File: config.mk
export PLATFORM = sky130hd
export DESIGN_NAME = fault_inject_ctrl
export DESIGN_NICKNAME = d
export VERILOG_FILES = /design/src/rtl/fij_pkg.sv /design/src/rtl/fij_decode.sv /design/src/rtl/fij_lock.sv /design/src/rtl/fij_fault_bank.sv /design/src/rtl/fij_status.sv /design/src/rtl/fault_inject_ctrl.sv
export SDC_FILE = /design/constraint.sdc
export NUM_CORES = 1
export LEC_CHECK = 0
export BUFFER_PORTS_ARGS = -buffer_cell sky130_fd_sc_hd__buf_2
export CAP_MARGIN = 20
export CORE_ASPECT_RATIO = 1.5
export CORE_MARGIN = 2
export CORE_UTILIZATION = 30
export CTS_CLUSTER_SIZE = 40
export DETAILED_ROUTE_END_ITERATION = 10
export PLACE_DENSITY = 0.72
export SLEW_MARGIN = 25
export SYNTH_ARGS = -nofsm -noshare
export SYNTH_HDL_FRONTEND = slang
export SYNTH_HIERARCHICAL = 1
export SYNTH_SLANG_ARGS = --single-unit
File: constraint.sdc
create_clock -name clk -period 2.6 [get_ports clk]
set_input_delay 0.52 -clock clk [delete_from_list [all_inputs] [get_ports clk]]
set_output_delay 0.52 -clock clk [all_outputs]
set_load 0.03 [all_outputs]
File: src/rtl/fij_pkg.sv
package fij_pkg;

    localparam int REG_W    = 32;
    localparam int KEY_W    = 24;
    localparam int N_TGT    = 5;
    localparam int PAR_BIT  = N_TGT;
    localparam int LOCK_BIT = 7;
    localparam int KEY_LSB  = REG_W - KEY_W;

    localparam logic [KEY_W-1:0] ACCESS_KEY = 24'h534649;

    typedef struct packed {
        logic             key_ok;
        logic             lock_req;
        logic             par_req;
        logic [N_TGT-1:0] tgt;
    } fij_cmd_t;

    function automatic fij_cmd_t fij_unpack(input logic [REG_W-1:0] w);
        fij_cmd_t c;
        c.key_ok   = (w[REG_W-1:KEY_LSB] == ACCESS_KEY);
        c.lock_req = w[LOCK_BIT] && (w[PAR_BIT:0] == '0);
        c.par_req  = w[PAR_BIT];
        c.tgt      = w[N_TGT-1:0];
        return c;
    endfunction

    function automatic logic [REG_W-1:0] fij_readback(input logic lock);
        logic [REG_W-1:0] r;
        r           = '0;
        r[LOCK_BIT] = lock;
        return r;
    endfunction

endpackage

File: src/rtl/fij_decode.sv
module fij_decode
    import fij_pkg::*;
(
    input  logic             wr_en,
    input  logic [REG_W-1:0] wr_data,
    input  logic             lock_q,
    output fij_cmd_t         cmd,
    output logic             accept
);
    always_comb begin
        cmd    = fij_unpack(wr_data);
        accept = wr_en && cmd.key_ok && !lock_q;
    end
endmodule

File: src/rtl/fij_lock.sv
module fij_lock
    import fij_pkg::*;
(
    input  logic clk,
    input  logic rst,
    input  logic accept,
    input  logic lock_req,
    input  logic seq_err,
    output logic lock_q
);
    always_ff @(posedge clk) begin
        if (rst)
            lock_q <= 1'b0;
        else if (accept && lock_req && !seq_err)
            lock_q <= 1'b1;
    end

    AST_LOCK_STICKY: assert property (@(posedge clk) disable iff (rst)
        lock_q |=> lock_q);

    AST_LOCK_PRECOND: assert property (@(posedge clk) disable iff (rst)
        $rose(lock_q) |-> ($past(lock_req) && !$past(seq_err) && $past(accept)));
endmodule

File: src/rtl/fij_fault_bank.sv
module fij_fault_bank
    import fij_pkg::*;
(
    input  logic             clk,
    input  logic             rst,
    input  logic             wr_en,
    input  logic             accept,
    input  fij_cmd_t         cmd,
    input  logic             periph_en,
    output logic [N_TGT-1:0] force_q,
    output logic             par_q,
    output logic             evt_set,
    output logic             any_force_nxt
);
    logic [N_TGT-1:0] force_nxt;
    logic             par_toggle;

    for (genvar i = 0; i < N_TGT; i++) begin : g_tgt
        always_comb force_nxt[i] = accept ? cmd.tgt[i] : force_q[i];

        always_ff @(posedge clk) begin
            if (rst)
                force_q[i] <= 1'b0;
            else
                force_q[i] <= force_nxt[i];
        end
    end

    always_comb begin
        par_toggle    = accept && cmd.par_req && !periph_en;
        evt_set       = (accept && (cmd.tgt != '0)) || (par_toggle && !par_q);
        any_force_nxt = |force_nxt;
    end

    always_ff @(posedge clk) begin
        if (rst)
            par_q <= 1'b0;
        else if (par_toggle)
            par_q <= !par_q;
    end

    AST_BADKEY_HOLD: assert property (@(posedge clk) disable iff (rst)
        (wr_en && !cmd.key_ok) |=> ($stable(force_q) && $stable(par_q)));

    AST_PAR_RUN_HOLD: assert property (@(posedge clk) disable iff (rst)
        periph_en |=> $stable(par_q));

    AST_TGT_LOAD: assert property (@(posedge clk) disable iff (rst)
        accept |=> (force_q == $past(cmd.tgt)));
endmodule

File: src/rtl/fij_status.sv
module fij_status
    import fij_pkg::*;
(
    input  logic             clk,
    input  logic             rst,
    input  logic             evt_set,
    input  logic             evt_clr,
    input  logic             any_force_nxt,
    input  logic [N_TGT-1:0] force_q,
    output logic             evt_q,
    output logic             mismatch_q
);
    always_ff @(posedge clk) begin
        if (rst) begin
            evt_q      <= 1'b0;
            mismatch_q <= 1'b0;
        end else begin
            mismatch_q <= any_force_nxt;
            if (evt_set)
                evt_q <= 1'b1;
            else if (evt_clr)
                evt_q <= 1'b0;
        end
    end

    AST_MISMATCH_OR: assert property (@(posedge clk) disable iff (rst)
        mismatch_q == (force_q != '0));

    AST_EVT_STICKY: assert property (@(posedge clk) disable iff (rst)
        (evt_q && !evt_clr) |=> evt_q);

    AST_EVT_SET_WINS: assert property (@(posedge clk) disable iff (rst)
        evt_set |=> evt_q);
endmodule

File: src/rtl/fault_inject_ctrl.sv
module fault_inject_ctrl
    import fij_pkg::*;
(
    input  logic             clk,
    input  logic             rst,
    input  logic             wr_en,
    input  logic [REG_W-1:0] wr_data,
    output logic [REG_W-1:0] rd_data,
    input  logic             periph_en,
    input  logic             seq_err,
    input  logic             evt_clr,
    output logic [N_TGT-1:0] force_o,
    output logic             parity_force_o,
    output logic             evt_flag,
    output logic             mismatch_flag,
    output logic             parity_err_flag
);
    fij_cmd_t         cmd;
    logic             accept;
    logic             lock_q;
    logic [N_TGT-1:0] force_q;
    logic             par_q;
    logic             evt_set;
    logic             any_force_nxt;
    logic             evt_q;
    logic             mismatch_q;

    fij_decode u_decode (
        .wr_en   (wr_en),
        .wr_data (wr_data),
        .lock_q  (lock_q),
        .cmd     (cmd),
        .accept  (accept)
    );

    fij_lock u_lock (
        .clk      (clk),
        .rst      (rst),
        .accept   (accept),
        .lock_req (cmd.lock_req),
        .seq_err  (seq_err),
        .lock_q   (lock_q)
    );

    fij_fault_bank u_bank (
        .clk           (clk),
        .rst           (rst),
        .wr_en         (wr_en),
        .accept        (accept),
        .cmd           (cmd),
        .periph_en     (periph_en),
        .force_q       (force_q),
        .par_q         (par_q),
        .evt_set       (evt_set),
        .any_force_nxt (any_force_nxt)
    );

    fij_status u_status (
        .clk           (clk),
        .rst           (rst),
        .evt_set       (evt_set),
        .evt_clr       (evt_clr),
        .any_force_nxt (any_force_nxt),
        .force_q       (force_q),
        .evt_q         (evt_q),
        .mismatch_q    (mismatch_q)
    );

    always_comb begin
        rd_data         = fij_readback(lock_q);
        force_o         = force_q;
        parity_force_o  = par_q;
        parity_err_flag = par_q;
        evt_flag        = evt_q;
        mismatch_flag   = mismatch_q;
    end

    AST_LOCK_FREEZE: assert property (@(posedge clk) disable iff (rst)
        lock_q |=> ($stable(force_o) && $stable(parity_force_o)));

    AST_READ_FIELDS: assert property (@(posedge clk) disable iff (rst)
        (rd_data & ~(32'h1 << LOCK_BIT)) == '0);
endmodule

==> impl_metrics.csv, run 1 <==
group,metric,value,unit
global_routing,globalRouteTotalUtil,10.3,%
layout,final_cell_mix,"buf_2 (46), conb_1 (31), dfxtp_1 (9)",
clock_tree,cts_hold_repair.buffers,0,
floorplan,placementRows,22,
floorplan,initial_utilization,31.9,%
clock_tree,cts_sinks,9,
clock_tree,cts_inserted_buffers,3,
layout,layout-area-overhead-vs-synth,13.9,%
logic_synthesis,avgSynthCellArea,8.79,um2
clock_tree,cts_tree,"yes",
pwr,power_per_cell_area,379,nW/um2
route,detailedRoute.firstPassIterationCount,1,
route,detailroute.via_count,641,
route,drt_iter0_markers,0,
floorplan,chipWidth,45.7,um
critical_path,path_delay_family,"simple AND/OR/NAND/NOR gates",
critical_path,crit_path_start_kind,"input pin",
critical_path,critPathMaxStageDelay,0.30,ns
critical_path,cp_data_required_time,2.74,ns
critical_path,worstReg2RegStart,"u_lock/lock_q",
pwr,power,0.338,mW
pwr,power.static_leakage,0.459,nW
layout,antenna_cells_inserted,0,
route,postRouteWirelength,1620,um
clock_tree,buffers_from_clock_root_to_sink_at_most,2,
critical_path,setup.worst_path.class,"in2reg",
global_routing,antenna_found_initial,0,
sta,setup-violations-final,0,
layout,fin_nets,169,
place,dp.final_hpwl,1440,um
critical_path,reg2reg_setup_slack,1.22,ns
floorplan,placeableCoreArea,2450,um2
layout,fillCellCount,269,
layout,final_layout_size_suffix_gt1_share,43.1,%
run,drv_cap,0,
critical_path,timing.reg2reg.worst_path_depth,5,
global_routing,overflow,0,
route,met3_wirelength,275,um
route,detail_route.wl_per_cell,10.5,um
critical_path,reg2reg_to,"u_status/mismatch_q",
logic_synthesis,synth.cell_area,782,um2
status,status,"finished, final reports clean",
floorplan,fp.dieArea,3040,um2
global_routing,grt_max_degree,11,
critical_path,cp.depth,8,
place,io_buffers,46,
worst_hold_path,timing.hold.worst.class,"reg2reg",
pwr,vdd_ir_drop_max,0.000103,V
clock_tree,post_cts_buffers,0,
global_routing,grt_pass1_vias,554,
sta,setup-tns-final,0,ns
logic_synthesis,synthesis.instances,89,
clock_tree,clock_tree.root_cell,"clkbuf_4",
global_routing,grt_first_pass_wirelength,2180,um
route,postRouteAntennaNets,0,
critical_path,timing.critical_path.arrival,1.96,ns
critical_path,cp-startpoint,"wr_data[29]",
critical_path,critical_path.slowest_cell,"nor4bb_1",
critical_path,worst_path_buffer_plus_inverter_count,3,
sta,timing.clock.skew,0.00149,ns
sta,final_max_slew_viol_count,0,
layout,multiInputGateArea,405,um2
clock_tree,ctsResizeCount,0,
critical_path,critical_path.max_fanout,10,
route,via_per_inst,4.16,
critical_path,category_of_the_worst_setup_path_capture_point,"register",
route,wl_met2,858,um
route,maxUsedRoutingLayer,"met3",
sta,layout_min_cycle_time,1.82,ns
route,route.detailed.drc,0,
clock_tree,clkLatencyLatePin,0.25,ns
critical_path,crit_chain,"buf_2 -> nor4bb_1 -> nand4_1 -> nor4b_2 -> buf_4 -> inv_1 -> o31a_1 -> nor2b_1",
layout,seq_area,180,um2
clock_tree,clkTransAtPathRegs,0.06,ns
sta,fmaxAchievable,0.550,GHz
sta,rsz0062_at_grt,"false",
sta,hold_viol_final,0,
layout,mostFrequentLayoutCell,"buf_2",
floorplan,io_pins,79,
route,wirelength_met1,483,um
place,routabilityCongestion,0.682,
sta,final.period_utilization,70.0,%
clock_tree,cts_htree_levels,1,
logic_synthesis,yosysWarnings,6,
floorplan,die_y,66.5,um
critical_path,endpoint,"u_status/mismatch_q",
==> worst min-delay path by stage <==
| stage | startpoint | endpoint | slack (ns) | cells past startpoint |
|---|---|---|---|---|
| final | u_lock/lock_q | u_lock/lock_q | 0.48 | 2 |
| after global routing | u_lock/lock_q | u_lock/lock_q | 0.51 | 2 |
| after detailed placement | u_status/evt_q | u_status/evt_q | 0.47 | 2 |
| after CTS | u_status/evt_q | u_status/evt_q | 0.49 | 2 |
| after global placement | u_lock/lock_q | u_lock/lock_q | 0.47 | 2 |
| after floorplan | u_lock/lock_q | u_lock/lock_q | 0.44 | 2 |
==> per-stage QoR <==
stage | cell area [um2] | cells | hold WS [ns] | util [%] | setup WS [ns]
after CTS | 891 | 154 | 0.488 | 36.4 | 0.775
after global routing | 891 | 154 | 0.511 | 36.4 | 0.650
after detailed placement | 865 | 150 | 0.473 | 35.3 | 0.527
after floorplan | 895 | 119 | 0.445 | - | 0.673
after global placement | 865 | 150 | 0.469 | 35.3 | 0.507
final | 891 | 154 | 0.480 | 36.4 | 0.780
==> worst reg2reg max path, stage by stage (launching register included) <==
cell and delay, ns:
dfxtp_1 0.33, nor4b_2 0.27, buf_4 0.22, inv_1 0.05
o31a_1 0.27, nor2b_1 0.12
==> area by class of cell <==
type / count / area share (%)
clock buffers: 4 / 2.95
well taps: 24 / 3.37
flip-flops and latches: 9 / 20.2
multi-input cells: 67 / 45.5
repair buffers: 47 / 26.7
inverters: 3 / 1.26
==> where the power goes <==
| part | internal (mW) | switching, mW | leakage (nW) |
|---|---|---|---|
| Sequential | 0.138 | 0.00000000354 | 0.0724 |
| Clock | 0.0588 | 0.0430 | 0.0150 |
| Combinational | 0.0247 | 0.0734 | 0.372 |
| Total | 0.221 | 0.116 | 0.459 |
==> layer usage <==
metal / vias up / track usage (%)
li1: 314 / -
met1: 273 / 7.54
met2: 54 / 20.6
met3: 0 / 4.61
met4: 0 / 4.41
met5: - / 0
==> registers in the layout, summed over array words and instances (netlist names) <==
| name | cells |
|---|---|
| u_status/evt_q | 1 |
| u_status/mismatch_q | 1 |
| u_lock/lock_q | 1 |
| u_bank/par_q | 1 |
| u_bank/force_q | 5 |
No activity file was read; power rests on OpenSTA's default activity.
==> run 2: changes to the inputs <==
==> constraint.sdc (replaced) <==
create_clock -name clk -period 1.8 [get_ports clk]
set_input_delay 0.36 -clock clk [delete_from_list [all_inputs] [get_ports clk]]
set_output_delay 0.36 -clock clk [all_outputs]
set_load 0.03 [all_outputs]
==> impl_metrics.csv, run 2 (same netlist as run 1, synthesis figures left out) <==
group,metric,value,unit
sta,final.period_utilization,86.9,%
global_routing,antenna_found_initial,0,
run,drv_cap,0,
critical_path,crit_path_start_kind,"input pin",
clock_tree,cts_sinks,9,
place,io_buffers,46,
critical_path,path_delay_family,"simple AND/OR/NAND/NOR gates",
route,drt_iter0_markers,2,
worst_hold_path,hp-start,"rst",
critical_path,timing.reg2reg.worst_path_depth,5,
layout,antenna_cells_inserted,0,
floorplan,io_pins,79,
layout,fin_nets,172,
route,postRouteWirelength,1600,um
critical_path,worstReg2RegStart,"u_lock/lock_q",
clock_tree,clkLatencyLatePin,0.26,ns
global_routing,overflow,0,
sta,hold_viol_final,0,
status,status,"finished, final reports clean",
layout,mostFrequentLayoutCell,"buf_2",
clock_tree,clock_tree.root_cell,"clkbuf_4",
place,number_of_instances_in_the_placed_design,153,
critical_path,category_of_the_worst_setup_path_capture_point,"register",
place,routabilityCongestion,0.715,
floorplan,placeableCoreArea,2450,um2
critical_path,worst_path_buffer_plus_inverter_count,3,
sta,setup-violations-final,0,
route,route.detailed.drc,0,
sta,setup-tns-final,0,ns
sta,timing.clock.skew,0.00522,ns
critical_path,critical_path.slowest_cell,"nor4bb_1",
clock_tree,cts_hold_repair.buffers,0,
layout,largest_register_ffs,5,
critical_path,critPathMaxStageDelay,0.29,ns
floorplan,die_y,66.5,um
worst_hold_path,holdPathEnd,"u_status/evt_q",
floorplan,chipWidth,45.7,um
pwr,power_per_cell_area,541,nW/um2
clock_tree,cts_htree_levels,1,
route,detailedRoute.firstPassIterationCount,2,
pwr,power.static_leakage,0.478,nW
global_routing,globalRouteTotalUtil,9.87,%
global_routing,grt_max_degree,10,
worst_hold_path,min_delay_path_depth,2,
global_routing,grt_first_pass_wirelength,2090,um
layout,final_cell_mix,"buf_2 (46), conb_1 (31), dfxtp_1 (9)",
floorplan,fp.dieArea,3040,um2
critical_path,cp_data_required_time,1.94,ns
sta,final_max_slew_viol_count,0,
global_routing,grt_pass1_vias,545,
layout,final_layout_size_suffix_gt1_share,45.1,%
worst_hold_path,timing.hold.worst.class,"in2reg",
pwr,vdd_ir_drop_max,0.000242,V
clock_tree,post_cts_buffers,0,
layout,post-route-cell-area,915,um2
place,placedInstanceArea,887,um2
clock_tree,clkTransAtPathRegs,0.06,ns
clock_tree,cts_tree,"yes",
sta,layout_min_cycle_time,1.56,ns
layout,layout.cells.non_filler,157,
route,via_per_inst,4.03,
critical_path,reg2reg_setup_slack,0.50,ns
sta,rsz0062_at_grt,"false",
floorplan,placementRows,22,
layout,largest_register,"u_bank/force_q",
clock_tree,cts_inserted_buffers,3,
critical_path,setup.worst_path.class,"in2reg",
route,detailroute.via_count,632,
floorplan,initial_utilization,31.9,%
route,postRouteAntennaNets,0,
critical_path,crit_chain,"buf_2 -> nor4bb_1 -> nand4_1 -> nor4b_2 -> buf_4 -> inv_1 -> o31a_1 -> nor2b_1",
clock_tree,ctsResizeCount,0,
sta,fmaxAchievable,0.640,GHz
place,dp.final_hpwl,1460,um
clock_tree,buffers_from_clock_root_to_sink_at_most,2,
route,detail_route.wl_per_cell,10.2,um
critical_path,reg2reg_to,"u_status/mismatch_q",
critical_path,timing.critical_path.arrival,1.71,ns
critical_path,critical_path.max_fanout,5,
layout,layout-area-overhead-vs-synth,17.0,%
==> run 2: cell type report <==
type,count,area (um2)
well taps,24,30.0
multi-input cells,67,405
fillers,269,1540
inverters,3,11.3
clock inverters,1,5.00
flip-flops and latches,9,180
repair buffers,50,260
clock buffers,3,22.5
==> run 2: routing by layer <==
layer,share of wire (%),global-route usage (%)
met1,31,6.72
met5,0,0
met2,52,19.5
met4,0,4.41
met3,17,5.42
==> run 2: worst max path at each step <==
stage / start / to / cells past startpoint / slack [ns]
6_report: wr_data[29] / u_status/mismatch_q / 8 / 0.24
5_1_grt: wr_data[29] / u_status/mismatch_q / 8 / 0.14
4_1_cts: wr_data[29] / u_status/mismatch_q / 8 / 0.23
3_5_place_dp: wr_data[29] / u_status/mismatch_q / 8 / -0.03
3_3_place_gp: wr_data[29] / u_status/mismatch_q / 8 / -0.06
2_1_floorplan: wr_data[15] / u_status/mismatch_q / 7 / 0.03
==> run 2: where the power goes <==
part           internal [mW]  switching (mW)
clock network         0.0819          0.0721
logic                 0.0357           0.106
registers              0.199   0.00000000459
total                  0.317           0.178
==> run 2: stage by stage <==
stage	hold WS, ns	util, %	total power [mW]	setup slack, ns
2_1_floorplan	0.422	-	0.361	0.0327
3_3_place_gp	0.470	36.2	0.344	-0.0631
3_5_place_dp	0.477	36.2	0.345	-0.0281
4_1_cts	0.372	37.3	0.504	0.230
5_1_grt	0.376	37.3	0.524	0.143
6_report	0.377	37.3	0.495	0.237
==> run 3: changes to the inputs <==
--- a/config.mk
+++ b/config.mk
@@ -12,9 +12,8 @@
 export CORE_UTILIZATION = 30
 export CTS_CLUSTER_SIZE = 40
 export DETAILED_ROUTE_END_ITERATION = 10
-export PLACE_DENSITY = 0.72
+export PLACE_DENSITY = 0.74
 export SLEW_MARGIN = 25
 export SYNTH_ARGS = -nofsm -noshare
 export SYNTH_HDL_FRONTEND = slang
-export SYNTH_HIERARCHICAL = 1
 export SYNTH_SLANG_ARGS = --single-unit
==> impl_metrics.csv, run 3 <==
group,metric,value,unit
logic_synthesis,synth.largest_area_cell,"buf_4",
route,detailroute.via_count,689,
sta,setup-violations-final,0,
critical_path,worst_path_buffer_plus_inverter_count,0,
route,detail_route.wl_per_cell,9.56,um
critical_path,timing.reg2reg.worst_path_depth,4,
route,drt_iter0_markers,2,
layout,mostFrequentLayoutCell,"buf_2",
layout,antenna_cells_inserted,0,
place,routabilityCongestion,0.670,
place,dp_worst_setup_slack,0.125,ns
critical_path,cp.depth,4,
pwr,internal-power,0.320,mW
global_routing,overflow,0,
logic_synthesis,number_of_synthesized_register_bits,9,
global_routing,grt_first_pass_wirelength,2340,um
clock_tree,buffers_from_clock_root_to_sink_at_most,2,
layout,final_layout_size_suffix_gt1_share,40.7,%
worst_hold_path,timing.hold.worst.class,"in2reg",
critical_path,setup.worst_path.class,"reg2reg",
pwr,net-switching-power,0.176,mW
pwr,power,0.496,mW
logic_synthesis,synth_enable_flop_cells,0,
global_routing,grt_pass1_vias,607,
route,postRouteWirelength,1510,um
sta,rsz0062_at_grt,"false",
logic_synthesis,post-synth-top-count-cell,"buf_4",
clock_tree,post_cts_buffers,0,
floorplan,fp.dieArea,2850,um2
clock_tree,cts_htree_levels,1,
logic_synthesis,synth.distinct_cells,26,
route,route.detailed.drc,0,
layout,final_cell_mix,"buf_2 (46), conb_1 (31), nand2_1 (10)",
logic_synthesis,post_synth_main_area_contributors,"buf_4 (34%), dfxtp_1 (25%), mux2i_1 (6.9%)",
logic_synthesis,synth_flop_cell,"dfxtp_1",
clock_tree,ctsResizeCount,0,
logic_synthesis,synthesis.instances,88,
pwr,pwr-share-seq,40.1,%
pwr,power.static_leakage,0.474,nW
critical_path,timing.critical_path.arrival,1.68,ns
clock_tree,clock_tree.root_cell,"clkbuf_4",
route,detailedRoute.firstPassIterationCount,3,
floorplan,die_y,64.4,um
pwr,vdd_ir_drop_max,0.000377,V
layout,fin_nets,174,
critical_path,crit_path_start_kind,"register",
global_routing,globalRouteTotalUtil,10.4,%
place,dp.final_hpwl,1320,um
sta,layout_setup_ws,0.308,ns
layout,layout-area-overhead-vs-synth,21.1,%
layout,largest_register,"u_bank.force_q",
logic_synthesis,synthTopCellsByCount,"buf_4 (33), nand2_1 (10), dfxtp_1 (9), mux2i_1 (5), nor2_1 (4)",
pwr,combPwrFrac,28.9,%
critical_path,cp_data_required_time,1.99,ns
global_routing,grt_max_degree,13,
floorplan,initial_utilization,32.3,%
floorplan,chipWidth,44.3,um
logic_synthesis,asyncSetResetFlopFracSynth,0,%
clock_tree,cts_tree,"yes",
sta,hold_slack,0.339,ns
sta,hold_viol_final,0,
route,via_per_inst,4.36,
logic_synthesis,synthDominantCellAreaShare,34.0,%
logic_synthesis,yosysWarnings,0,
sta,layout_min_cycle_time,1.49,ns
clock_tree,cts_sinks,9,
worst_hold_path,min_delay_path_depth,2,
clock_tree,cts_hold_repair.buffers,0,
sta,setup-tns-final,0,ns
logic_synthesis,synth.cell_area,729,um2
critical_path,critPathMaxStageDelay,0.53,ns
pwr,p_clk_share,30.9,%
sta,fmaxAchievable,0.670,GHz
layout,largest_register_ffs,5,
sta,final_max_slew_viol_count,0,
critical_path,path_delay_family,"simple AND/OR/NAND/NOR gates",
critical_path,critical_path.slowest_cell,"or4_1",
run,drv_cap,0,
global_routing,antenna_found_initial,0,
status,status,"finished, final reports clean",
floorplan,placeableCoreArea,2260,um2
floorplan,io_pins,79,
sta,timing.clock.skew,0.00225,ns
sta,final.period_utilization,82.9,%
logic_synthesis,synth_sequential_area_ratio,24.7,%
pwr,power.share.switching,35.6,%
critical_path,critical_path.max_fanout,3,
place,number_of_instances_in_the_placed_design,154,
clock_tree,cts_inserted_buffers,3,
route,postRouteAntennaNets,0,
clock_tree,clkTransAtPathRegs,0.06,ns
critical_path,category_of_the_worst_setup_path_capture_point,"register",
logic_synthesis,avgSynthCellArea,8.29,um2
critical_path,crit_chain,"and4bb_2 -> nand4_1 -> or4_1 -> a21oi_1",
pwr,power_per_cell_area,562,nW/um2
floorplan,placementRows,21,
place,io_buffers,46,
layout,layout.cells.non_filler,158,
clock_tree,clkLatencyLatePin,0.26,ns
## run 3: changes by cell type in the layout (fill, tap and decap cells not counted), sizes merged, moves of 2 or more
cell / before / now
inv: 3 / 1
nand3: 0 / 2
nand2: 2 / 10
nand3b: 2 / 0
buf: 50 / 47
nor4b: 4 / 1
o31a: 2 / 0
## run 3: power by group through the flow
stage | sequential (mW) | combinational, mW | clock (mW)
2_1_floorplan | 0.204 | 0.152 | 0
3_3_place_gp | 0.204 | 0.140 | 0
3_5_place_dp | 0.204 | 0.142 | 0
4_1_cts | 0.199 | 0.143 | 0.160
5_1_grt | 0.199 | 0.155 | 0.172
6_report | 0.199 | 0.143 | 0.154
## run 3: path summary, 6_finish.rpt
| check | startpoint | slack, ns | end |
|---|---|---|---|
| worst max register to register | u_lock.lock_q | 0.31 | u_bank.par_q |
| worst min register to register | u_bank.force_q[1] | 0.48 | u_bank.force_q[1] |
| worst min-delay path | rst | 0.34 | u_bank.par_q |
| worst max-delay path | u_lock.lock_q | 0.31 | u_bank.par_q |
## run 3: final cells by class
class | count | area (um2)
Clock buffer | 4 | 26.3
Multi-Input combinational cell | 74 | 407
Sequential cell | 9 | 180
Timing Repair Buffer | 47 | 238
Tap cell | 23 | 28.8
Inverter | 1 | 3.75
Fill cell | 243 | 1380
## run 3: per-layer routing
layer | vias to the layer above | wire, um | GRT usage, %
met5 | - | 0 | 0
met4 | 0 | 0 | 3.41
met3 | 0 | 276 | 2.54
met2 | 62 | 689 | 19.5
met1 | 297 | 544 | 10.7
li1 | 330 | - | -
## run 3: cell families (layout without fill, tap and decap cells)
family | count (synthesis) | count (layout) | synth area share [%]
compound gates | 7 | 7 | 6.52
mux | 6 | 6 | 8.92
flops | 9 | 9 | 24.7
other cells | 1 | 31 | 0.514
simple gates | 30 | 30 | 24.4
buf+inv | 35 | 52 | 35.0
## run 3: metrics by stage
stage	area (um2)	util [%]
global placement	857	37.9
detailed placement	857	37.9
CTS	883	39.1
floorplan	842	-
global route	883	39.1
finish	883	39.1
